<file path="config.mk">
export PLATFORM = sky130hd
export DESIGN_NAME = dma_steal_ctrl
export DESIGN_NICKNAME = d
export VERILOG_FILES = /design/src/rtl/dma_steal_pkg.sv /design/src/rtl/dma_cfg_decode.sv /design/src/rtl/dma_word_fifo.sv /design/src/rtl/dma_steal_ctrl.sv
export SDC_FILE = /design/constraint.sdc
export NUM_CORES = 1
export LEC_CHECK = 0
export ABC_AREA = 0
export BUFFER_PORTS_ARGS = -buffer_cell sky130_fd_sc_hd__buf_2
export CAP_MARGIN = 40
export CORE_MARGIN = 2
export CORE_UTILIZATION = 53
export CTS_CLUSTER_DIAMETER = 30
export DETAILED_ROUTE_END_ITERATION = 12
export GPL_TIMING_DRIVEN = 0
export HOLD_SLACK_MARGIN = 0.08
export PLACE_DENSITY = 0.77
export SLEW_MARGIN = 15
export SYNTH_ARGS = -nofsm -noshare
export SYNTH_HDL_FRONTEND = slang
export SYNTH_SLANG_ARGS = --single-unit
</file>
<file path="constraint.sdc">
create_clock -name clk -period 2.6 [get_ports clk]
set_input_delay 0 -clock clk [delete_from_list [all_inputs] [get_ports clk]]
set_output_delay 0 -clock clk [all_outputs]
set_load 0.03 [all_outputs]
</file>
<file path="src/rtl/dma_steal_pkg.sv">
package dma_steal_pkg;

    typedef enum logic [1:0] {
        SEL_SRC  = 2'd0,
        SEL_DST  = 2'd1,
        SEL_CNT  = 2'd2,
        SEL_CTRL = 2'd3
    } reg_sel_e;

    typedef enum logic {
        DIR_DEV2MEM = 1'b0,
        DIR_MEM2DEV = 1'b1
    } dir_e;

    localparam int CTRL_DIR_BIT = 0;
    localparam int CTRL_GO_BIT  = 1;
    localparam int CTRL_CLR_BIT = 2;

    typedef struct packed {
        logic load_src;
        logic load_dst;
        logic load_cnt;
        logic go;
        logic clr;
        dir_e dir;
    } cfg_cmd_t;

endpackage

</file>
<file path="src/rtl/dma_cfg_decode.sv">
module dma_cfg_decode
    import dma_steal_pkg::*;
#(
    parameter int REG_W = 16
) (
    input  logic             cfg_we,
    input  logic [1:0]       cfg_sel,
    input  logic [REG_W-1:0] cfg_wdata,
    output cfg_cmd_t         cmd
);
    reg_sel_e sel;

    always_comb begin
        sel          = reg_sel_e'(cfg_sel);
        cmd          = '0;
        cmd.load_src = cfg_we && (sel == SEL_SRC);
        cmd.load_dst = cfg_we && (sel == SEL_DST);
        cmd.load_cnt = cfg_we && (sel == SEL_CNT);
        cmd.go       = cfg_we && (sel == SEL_CTRL) && cfg_wdata[CTRL_GO_BIT];
        cmd.clr      = cfg_we && (sel == SEL_CTRL) && cfg_wdata[CTRL_CLR_BIT];
        cmd.dir      = dir_e'(cfg_wdata[CTRL_DIR_BIT]);
    end
endmodule

</file>
<file path="src/rtl/dma_word_fifo.sv">
module dma_word_fifo #(
    parameter int DATA_W = 16,
    parameter int DEPTH  = 4
) (
    input  logic                                 clk,
    input  logic                                 rst_n,
    input  logic                                 push,
    input  logic [DATA_W-1:0]                    push_data,
    input  logic                                 pop,
    output logic [DATA_W-1:0]                    head,
    output logic [$clog2(DEPTH+1)-1:0]           level
);
    localparam int PTR_W = (DEPTH > 1) ? $clog2(DEPTH) : 1;
    localparam int LVL_W = $clog2(DEPTH + 1);

    typedef struct packed {
        logic [PTR_W-1:0] wr_ptr;
        logic [PTR_W-1:0] rd_ptr;
        logic [LVL_W-1:0] lvl;
    } fifo_st_t;

    fifo_st_t st_q, st_d;
    logic [DATA_W-1:0] slot_q [DEPTH];
    logic do_push, do_pop;

    function automatic logic [PTR_W-1:0] bump(input logic [PTR_W-1:0] p);
        return (p == PTR_W'(DEPTH - 1)) ? '0 : p + 1'b1;
    endfunction

    always_comb begin
        st_d    = st_q;
        do_pop  = pop && (st_q.lvl != '0);
        do_push = push && ((st_q.lvl != LVL_W'(DEPTH)) || do_pop);
        if (do_push) st_d.wr_ptr = bump(st_q.wr_ptr);
        if (do_pop)  st_d.rd_ptr = bump(st_q.rd_ptr);
        st_d.lvl = st_q.lvl + LVL_W'(do_push) - LVL_W'(do_pop);
    end

    always_ff @(posedge clk) begin
        if (!rst_n) st_q <= '0;
        else        st_q <= st_d;
    end

    always_ff @(posedge clk) begin
        if (do_push) slot_q[st_q.wr_ptr] <= push_data;
    end

    assign head  = slot_q[st_q.rd_ptr];
    assign level = st_q.lvl;
endmodule

</file>
<file path="src/rtl/dma_steal_ctrl.sv">
module dma_steal_ctrl
    import dma_steal_pkg::*;
#(
    parameter int ADDR_W = 16,
    parameter int DATA_W = 16,
    parameter int DEPTH  = 4
) (
    input  logic              clk,
    input  logic              rst_n,
    input  logic              cfg_we,
    input  logic [1:0]        cfg_sel,
    input  logic [ADDR_W-1:0] cfg_wdata,
    input  logic              dev_req,
    output logic              dev_ack,
    input  logic [DATA_W-1:0] dev_wdata,
    output logic [DATA_W-1:0] dev_rdata,
    output logic              hold_req,
    input  logic              hold_ack,
    output logic              mem_valid,
    output logic              mem_we,
    output logic [ADDR_W-1:0] mem_addr,
    output logic [DATA_W-1:0] mem_wdata,
    input  logic [DATA_W-1:0] mem_rdata,
    input  logic              mem_ready,
    output logic              irq
);
    localparam int LVL_W = $clog2(DEPTH + 1);
    localparam logic [LVL_W-1:0] FULL_LVL = LVL_W'(DEPTH);

    typedef struct packed {
        logic              active;
        dir_e              dir;
        logic              done;
        logic              beat;
        logic [ADDR_W-1:0] src;
        logic [ADDR_W-1:0] dst;
        logic [ADDR_W-1:0] cnt;
        logic [ADDR_W-1:0] fill;
    } ctl_st_t;

    ctl_st_t st_q, st_d;
    cfg_cmd_t cmd;

    logic              fifo_push, fifo_pop;
    logic [DATA_W-1:0] fifo_in, fifo_head;
    logic [LVL_W-1:0]  lvl, lvl_nx;
    logic              to_mem, beat_done, dev_xfer, ack_c, work_nx;

    dma_cfg_decode #(.REG_W(ADDR_W)) u_dec (
        .cfg_we    (cfg_we),
        .cfg_sel   (cfg_sel),
        .cfg_wdata (cfg_wdata),
        .cmd       (cmd)
    );

    dma_word_fifo #(.DATA_W(DATA_W), .DEPTH(DEPTH)) u_buf (
        .clk       (clk),
        .rst_n     (rst_n),
        .push      (fifo_push),
        .push_data (fifo_in),
        .pop       (fifo_pop),
        .head      (fifo_head),
        .level     (lvl)
    );

    always_comb begin
        to_mem    = (st_q.dir == DIR_DEV2MEM);
        ack_c     = st_q.active &&
                    (to_mem ? ((st_q.fill != '0) && (lvl < FULL_LVL)) : (lvl != '0));
        dev_xfer  = dev_req && ack_c;
        beat_done = st_q.beat && mem_ready && hold_ack;
        fifo_push = to_mem ? dev_xfer  : beat_done;
        fifo_pop  = to_mem ? beat_done : dev_xfer;
        fifo_in   = to_mem ? dev_wdata : mem_rdata;
        lvl_nx    = lvl + LVL_W'(fifo_push) - LVL_W'(fifo_pop);

        st_d    = st_q;
        work_nx = 1'b0;
        if (st_q.active) begin
            if (to_mem) begin
                if (dev_xfer) begin
                    st_d.src  = st_q.src + 1'b1;
                    st_d.fill = st_q.fill - 1'b1;
                end
                if (beat_done) begin
                    st_d.dst = st_q.dst + 1'b1;
                    st_d.cnt = st_q.cnt - 1'b1;
                end
                work_nx = (lvl_nx != '0);
            end else begin
                if (beat_done) begin
                    st_d.src  = st_q.src + 1'b1;
                    st_d.fill = st_q.fill - 1'b1;
                end
                if (dev_xfer) begin
                    st_d.dst = st_q.dst + 1'b1;
                    st_d.cnt = st_q.cnt - 1'b1;
                end
                work_nx = (st_d.fill != '0) && (lvl_nx < FULL_LVL);
            end
            // a dropped grant abandons the beat; nothing advances for it
            st_d.beat = hold_ack && work_nx && (st_d.cnt != '0);
            if (st_d.cnt == '0) begin
                st_d.active = 1'b0;
                st_d.done   = 1'b1;
                st_d.beat   = 1'b0;
            end
        end else begin
            st_d.beat = 1'b0;
            if (cmd.load_src) st_d.src = cfg_wdata;
            if (cmd.load_dst) st_d.dst = cfg_wdata;
            if (cmd.load_cnt) st_d.cnt = cfg_wdata;
            if (cmd.clr)      st_d.done = 1'b0;
            if (cmd.go) begin
                st_d.dir  = cmd.dir;
                st_d.fill = st_q.cnt;
                if (st_q.cnt == '0) begin
                    st_d.done = 1'b1;
                end else begin
                    st_d.done   = 1'b0;
                    st_d.active = 1'b1;
                end
            end
        end
    end

    always_ff @(posedge clk) begin
        if (!rst_n) st_q <= '0;
        else        st_q <= st_d;
    end

    always_comb begin
        hold_req  = st_q.active &&
                    (to_mem ? (lvl != '0) : ((st_q.fill != '0) && (lvl < FULL_LVL)));
        dev_ack   = ack_c;
        dev_rdata = (!to_mem && ack_c) ? fifo_head : '0;
        mem_valid = st_q.beat;
        mem_we    = st_q.beat && to_mem;
        mem_addr  = st_q.beat ? (to_mem ? st_q.dst : st_q.src) : '0;
        mem_wdata = (st_q.beat && to_mem) ? fifo_head : '0;
        irq       = st_q.done;
    end
endmodule

</file>
Word-level counts from Yosys, hierarchy flattened
Memory sizes are Yosys's and may differ from the RTL's. A register that Yosys moved wholly into a read port is not among the register bits.
Cells that the tools add are included.
{"block": "totals", "mem_count": 1, "ram_bits": 64, "elab_cells": 116, "output_inout_bits": 53, "in_bits": 56, "reg_bits": 75}
{"block": "classes", "n_reduce_logical": 39, "addsub": 10, "n_eq_ne": 11, "bitwise": 3, "n_lt_le_gt_ge": 2, "n_mux": 39}
{"memory": "u_buf.slot_q", "words": 4, "word_bits": 16, "read_ports": 1, "rd_ports_with_merged_regs": 1, "wr": 1, "line_no": "dma_word_fifo.sv:23", "source": "logic [DATA_W-1:0] slot_q [DEPTH];"}
{"op": "$mux W16", "n": 15}
{"op": "$mux W64", "n": 2}
{"op": "$mux W66", "n": 1}
{"op": "$mux W32", "n": 2}
{"op": "$reduce_bool A16 Y1", "n": 3}
{"op": "$add A16 B1 Y16 const B", "n": 2}
{"op": "$logic_not A16 Y1", "n": 2}
{"op": "$sub A16 B1 Y16 const B", "n": 2}
{"op": "$logic_and A1 B1 Y1", "n": 19}
{"op": "$mux W1", "n": 13}
{"op": "$ne A3 B2 Y1 const B", "n": 4}
{"op": "$mux W2", "n": 5}
{"op": "$reduce_bool A3 Y1", "n": 3}
{"op": "$eq A2 B2 Y1 const B", "n": 4}
{"op": "$reduce_bool A2 Y1", "n": 4}
{"op": "$add A3 B1 Y3", "n": 2}
{"op": "$lt A3 B3 Y1 const B", "n": 2}
{"op": "$reduce_and A2 Y1", "n": 3}
{"op": "$reduce_and A3 Y1", "n": 2}
{"op": "$sub A3 B1 Y3", "n": 2}
{"op": "$add A2 B1 Y2 const B", "n": 2}
{"op": "$mux W3", "n": 1}
{"op": "$ne A3 B3 Y1 const B", "n": 1}
{"op": "$not A1 Y1", "n": 3}
{"op": "5 further kinds", "n": 5}

Depth between registers and ports, before layout
{"block": "depth", "word_depth": 16, "ltp_mapped": 13}

By module
Synthesis repeated with hierarchy kept, for this count alone.
{"block": "unflattened", "cells_unflattened": 882, "hier_area_um2": 8315.5}
{"module": "dma_steal_ctrl", "cells_per_inst": 739, "area_per_inst_um2": 5416.4, "instances": 1, "seq_area_each_um2": 1361.3}
{"module": "dma_word_fifo", "cells_per_inst": 137, "area_per_inst_um2": 2844.0, "instances": 1, "seq_area_each_um2": 2102.0}
{"module": "dma_cfg_decode", "cells_per_inst": 6, "area_per_inst_um2": 55.1, "instances": 1, "seq_area_each_um2": 0.0}

Least setup slack after synthesis
Ideal clock, no wire load.
{"block": "synth_path", "path_type": "register -> register", "from": "register st_q (netlist bit mem_valid)", "to": "register st_q (netlist bit mem_valid)", "setup_time_ns": 0.139, "period_less_slack_ns": 2.893, "arrival_time_ns": 2.754, "slack_ns": -0.293, "stages_incl_launch_ff": 13, "n_path_buf": 2, "required_time_ns": 2.461, "cell_sequence": "dfxtp_1 > buf_2 > nand4b_1 > o21a_2 > inv_2 > clkbuf_1 > ha_1 > inv_1 > ha_1 > fa_1 > or4_1 > nand4_1 > a211oi_1"}
{"block": "synth_via", "elab_chain_len": 11, "word_cells_on_any_way": 23, "cone_classes": "add/sub (2); order compare (1); mux (10); reduce/logical (10)"}
{"element": "from (decl)", "line_no": "dma_steal_ctrl.sv:41", "source": "ctl_st_t st_q, st_d;"}
{"element": "from (signal assigned)", "line_no": "dma_steal_ctrl.sv:129", "source": "else st_q <= st_d;"}
{"element": "$logic_and A1 B1 Y1 (*) (2 in series)", "line_no": "dma_steal_ctrl.sv:71", "source": "beat_done = st_q.beat && mem_ready && hold_ack;"}
{"element": "$mux W1 / $mux W16 (equally long branches)", "line_no": "dma_steal_ctrl.sv:72, dma_steal_ctrl.sv:91"}
{"element": "$add A3 B1 Y3 / $mux W16 (equally long branches)", "line_no": "dma_steal_ctrl.sv:75, dma_steal_ctrl.sv:80"}
{"element": "$sub A3 B1 Y3 / $mux W16 (equally long branches)", "line_no": "dma_steal_ctrl.sv:75, dma_steal_ctrl.sv:79"}
{"element": "$lt A3 B3 Y1 / $reduce_bool A16 Y1 (equally long branches)", "line_no": "dma_steal_ctrl.sv:99", "source": "work_nx = (st_d.fill != '0) && (lvl_nx < FULL_LVL);"}
{"element": "$logic_and A1 B1 Y1", "line_no": "dma_steal_ctrl.sv:99"}
{"element": "$mux W1", "line_no": "dma_steal_ctrl.sv:80", "source": "if (to_mem) begin"}
{"element": "$mux W1", "line_no": "dma_steal_ctrl.sv:79", "source": "if (st_q.active) begin"}
{"element": "$logic_and A1 B1 Y1 (2 in series)", "line_no": "dma_steal_ctrl.sv:102", "source": "st_d.beat = hold_ack && work_nx && (st_d.cnt != '0);"}
Mark *: on every way between the ends. The rest lies on a longest branch, timed or not. The select of a mux whose other input is x is not followed.
A chain may end at the register's enable or synchronous reset.

Worst setup path in the final report
{"block": "layout_path", "from": "register st_q[0] in the netlist's numbering", "to": "register st_q (netlist bit mem_valid)"}
{"block": "layout_via", "elab_chain_len": 14, "word_cells_on_any_way": 27, "cone_classes": "add/sub (3); order compare (1); mux (11); reduce/logical (12)"}
{"element": "$reduce_bool A16 Y1", "line_no": "dma_steal_ctrl.sv:69", "source": "(to_mem ? ((st_q.fill != '0) && (lvl < FULL_LVL)) : (lvl != '0));"}
{"element": "$logic_and A1 B1 Y1", "line_no": "dma_steal_ctrl.sv:69"}
{"element": "$mux W1", "line_no": "dma_steal_ctrl.sv:69"}
{"element": "$logic_and A1 B1 Y1", "line_no": "dma_steal_ctrl.sv:68", "source": "ack_c = st_q.active &&"}
{"element": "$logic_and A1 B1 Y1", "line_no": "dma_steal_ctrl.sv:70", "source": "dev_xfer = dev_req && ack_c;"}
{"element": "$mux W1", "line_no": "dma_steal_ctrl.sv:72", "source": "fifo_push = to_mem ? dev_xfer : beat_done;"}
{"element": "$add A3 B1 Y3", "line_no": "dma_steal_ctrl.sv:75", "source": "lvl_nx = lvl + LVL_W'(fifo_push) - LVL_W'(fifo_pop);"}
{"element": "$sub A3 B1 Y3", "line_no": "dma_steal_ctrl.sv:75"}
{"element": "$lt A3 B3 Y1", "line_no": "dma_steal_ctrl.sv:99"}
{"element": "$logic_and A1 B1 Y1", "line_no": "dma_steal_ctrl.sv:99"}
{"element": "$mux W1", "line_no": "dma_steal_ctrl.sv:80"}
{"element": "$mux W1", "line_no": "dma_steal_ctrl.sv:79"}
{"element": "$logic_and A1 B1 Y1 (2 in series)", "line_no": "dma_steal_ctrl.sv:102"}
Parallel ways exist; a longest one is shown, timed or not. The select of a mux whose other input is x is not followed.

==> results.md <==
* Total power at roughly 5.7 mW
* Post-route cell area at around 10000 um2
* Number of max-cap violations at 0
* Capturing point of the worst reg2reg path: mem_valid
* Distinct cells, synth at 91
* DRC errors left at 0
* Yosys top cell area share at 0.230
* Buf/Inv on CP at 3
* CP dominant cell by count: buf_6
* Endpoints failing hold at 0
* Worst-path fanout max at 7
* Critical Path Source: st_q[0]
* HPWL Detailed at about 18000 um
* Top delay family on crit path: adder cells
* Area after DPL at slightly above 9000 um2
* Synth Register Bits at between 100 and 150
* Worst hold path class: input pin to register
* Die footprint at between 15000 and 20000 um2
* Clk slew on worst S/H paths at about 0.070 ns
* Sequential area share after synthesis at 0.414
* Antenna diodes at 0
* Synth Area per Inst at ~9.5 um2
* Pwr Density at 545 nW/um2
* CTS tree: yes
* Netlist Area Pre-Place at around 8400 um2
* CTS buffer count at 17
* Buffers on Ports at around 110
* Iter 0 DRT Violations at just over 1000
* First-pass GRT wire length at 39700 um
* Synth area leaders: edfxtp_1 (23%), dfxtp_1 (18%), mux4_2 (4.3%)
* Critical-path cell list: inv_2, ha_1, buf_6, nand3_2, buf_6, o31ai_4, nand2_1, ha_2, fa_2, xnor2_1, or4_1, nand4_1, a211oi_1
* Die height at between 100 and 150 um
* Relative slew slack at 0.379
* Critical path endpoint: mem_valid
* Ports at between 100 and 150
* GR Util All Layers at 0.311
* Vias in the first global route at 7466
* Later-pin clock latency in the skew report at 0.43 ns
* Fmax at about 0.38 GHz
* Share of cells above drive strength 1 at 0.243
* R2r worst-path depth at 13
* Critical path endpoint category: register
* Setup slack, reg-to-reg at -0.03 ns
* Layout Cells excl Fill at 1287
* Failing checks: setup timing
* FP Rows at 45
* Worst setup margin at -0.0296 ns
* Clock root buffer: clkbuf_16
* Avg WL per Cell at 20.3 um
* Clock sink count at ~140
* Yosys top cell by area: edfxtp_1
* Worst path max stage delay at ~0.4 ns
* Final Max Slew Viols at 0
* RSZ-0062 raised after global routing: true
* Core Util, Final at 0.684
* H-tree depth at 4
* Crit path DAT at around 2.9 ns
* Clock skew at ~0.014 ns
* Gate count of the mapped netlist at 879
* GPL Wtd Cong at approximately 0.95
* Die W at between 100 and 150 um
* Primary FF master, synth: dfxtp_1
* WS Path Type: register to register
* Tightest Pin Transition at 0.932 ns
* Maximum buffer depth of the clock tree at 2
* Status: finished with violations
* Via Count at roughly 8100
* Minimum clock period at ~2.6 ns
* Required time of the critical path at ~2.9 ns
* Gr ovfl total at 0
* Initial antenna violation count at 0
* Setup-failing EPs final at 1
* Initial Util at 0.547
* Crit Reg-Reg Startpoint: st_q[0]
* Leak pwr at around 4 nW
* Synthesis Warnings at 0
* NumNets Final at roughly 1100
* Cell depth of the worst setup path at 13
* Worst VDD drop at slightly above 0.4 mV
* Layout area overhead at 25.2%
* CP max-delay cell: or4_1
* Final ANT Viol Nets at 0
* Hold Slack at around 0.14 ns
* Core box area at 15300 um2
* Post-synth EDFFs at 64
* Drt pass-1 iters at 6
* Largest net degree at the start of global routing at 18
* Routed WL at roughly 26000 um
* Final Cycle Share at 1.01
* Type of origin of the critical path: register
* Post-Syn Nets at ~950
* Vias per cell at approximately 6.3
* Post-synth ARST share at 0
* Placed cells at 1200
==> logic make-up (layout without fill, tap and decap cells) <==
| kind of cell | Yosys count | after routing | synth area share |
|---|---|---|---|
| XOR/XNOR | 11 | 11 | 0.0115 |
| AND/OR/NAND/NOR | 335 | 335 | 0.218 |
| flip-flops | 141 | 141 | 0.414 |
| buffers and inverters | 87 | 284 | 0.0483 |
| multiplexers | 53 | 53 | 0.0898 |
| AO/OA/AOI/OAI | 236 | 236 | 0.193 |
| adder cells (fa/ha/maj) | 16 | 16 | 0.0257 |
==> flip-flops by register name, summed over array words and instances, names as in the netlist, named ones only <==
register,count
irq,1
mem_valid,1
st_q,66
u_buf.level,3
u_buf.slot_q,64
u_buf.st_q,4
==> synthesized netlist by cell type (9+ instances only) <==
cell and n:
nand4_1 13, a211oi_1 10, and3_1 14, and2_1 43, a31oi_1 21, o22ai_1 9, o21ai_0 34, mux4_2 16
ha_1 14, dfxtp_1 77, clkbuf_1 36, nor2_1 89, mux2_2 17, edfxtp_1 64, nor2b_1 27, nand3_1 19
mux2i_1 20, o221a_1 9, nand2_1 54, nor3_1 27, a21oi_1 69, inv_1 23
==> repair_timing <==
| item | 4_1_cts | 5_1_grt |
|---|---|---|
| endpoints found under the hold margin | 109 | 0 |
| hold buffers | 51 | 0 |
| setup endpoints to repair | 79 | 29 |
| gates resized for setup | 20 | 15 |
| pin swaps | 9 | 4 |
| buffers inserted | 9 | 1 |
==> worst min path at each step <==
stage / startpoint / to / cells after the start
after global placement: hold_ack / mem_valid / 3
after global routing: cfg_sel[0] / st_q[44] / 4
after floorplan: hold_ack / mem_valid / 2
after detailed placement: hold_ack / mem_valid / 3
final: cfg_sel[0] / st_q[44] / 4
after CTS: cfg_sel[0] / st_q[44] / 4
==> power breakdown <==
group | internal [mW] | switching (mW)
logic | 0.341 | 0.468
registers | 2.36 | 0.0673
clock network | 1.38 | 1.10
total | 4.08 | 1.64
==> worst register-to-register path, delay by kind of cell (launching register included) <==
kind	cells	cell delay [ns]
AOI/OAI and AO/OA	2	0.30
xor gates and xnor gates	1	0.14
adders and majority gates	3	0.68
buffers and inverters	3	0.31
DFF	1	0.38
and+or+nand+nor	4	0.67
==> cells in the final DEF (no fill, tap or decap), drive strengths merged, types with 5 or more instances in the layout <==
| cell type | count |
|---|---|
| a211oi | 10 |
| a21oi | 70 |
| a311oi | 5 |
| a31oi | 21 |
| a32oi | 5 |
| and2 | 45 |
| and3 | 15 |
| and4 | 5 |
| buf | 139 |
| clkbuf | 53 |
| dfxtp | 77 |
| dlygate4sd3 | 51 |
| edfxtp | 64 |
| ha | 14 |
| inv | 38 |
| mux2 | 17 |
| mux2i | 20 |
| mux4 | 16 |
| nand2 | 55 |
| nand3 | 20 |
| nand4 | 13 |
| nand4b | 7 |
| nor2 | 91 |
| nor2b | 27 |
| nor3 | 31 |
| nor4 | 6 |
| o211ai | 7 |
| o21ai | 40 |
| o221a | 13 |
| o22ai | 9 |
| o311ai | 6 |
| o31ai | 7 |
| or4 | 6 |
| xnor2 | 7 |
==> layout make-up <==
| type | count | area, um2 |
|---|---|---|
| inverters | 25 | 98.8 |
| clock inverters | 15 | 164 |
| well taps | 211 | 264 |
| multi-input cells | 651 | 4580 |
| fillers | 1205 | 4840 |
| repair buffers | 171 | 1150 |
| clock buffers | 17 | 425 |
| flip-flops and latches | 141 | 3480 |
| plain buffers | 56 | 310 |
==> per-layer routing <==
layer  share of wire  global-route usage  vias to the layer above
met3           0.095              0.0586                       81
li1                -                   -                     3689
met4           0.035               0.133                        0
met2            0.46               0.506                      496
met1            0.41               0.409                     3827
met5               0                   0                        -
==> per-stage QoR <==
step	setup TNS, ns	setup WS [ns]
2_1_floorplan	0	0.0274
3_3_place_gp	-26.85	-0.430
3_5_place_dp	-31.40	-0.504
4_1_cts	0	0.00152
5_1_grt	-0.140	-0.116
6_report	-0.0296	-0.0296
Power figures use the tool's default switching activity.
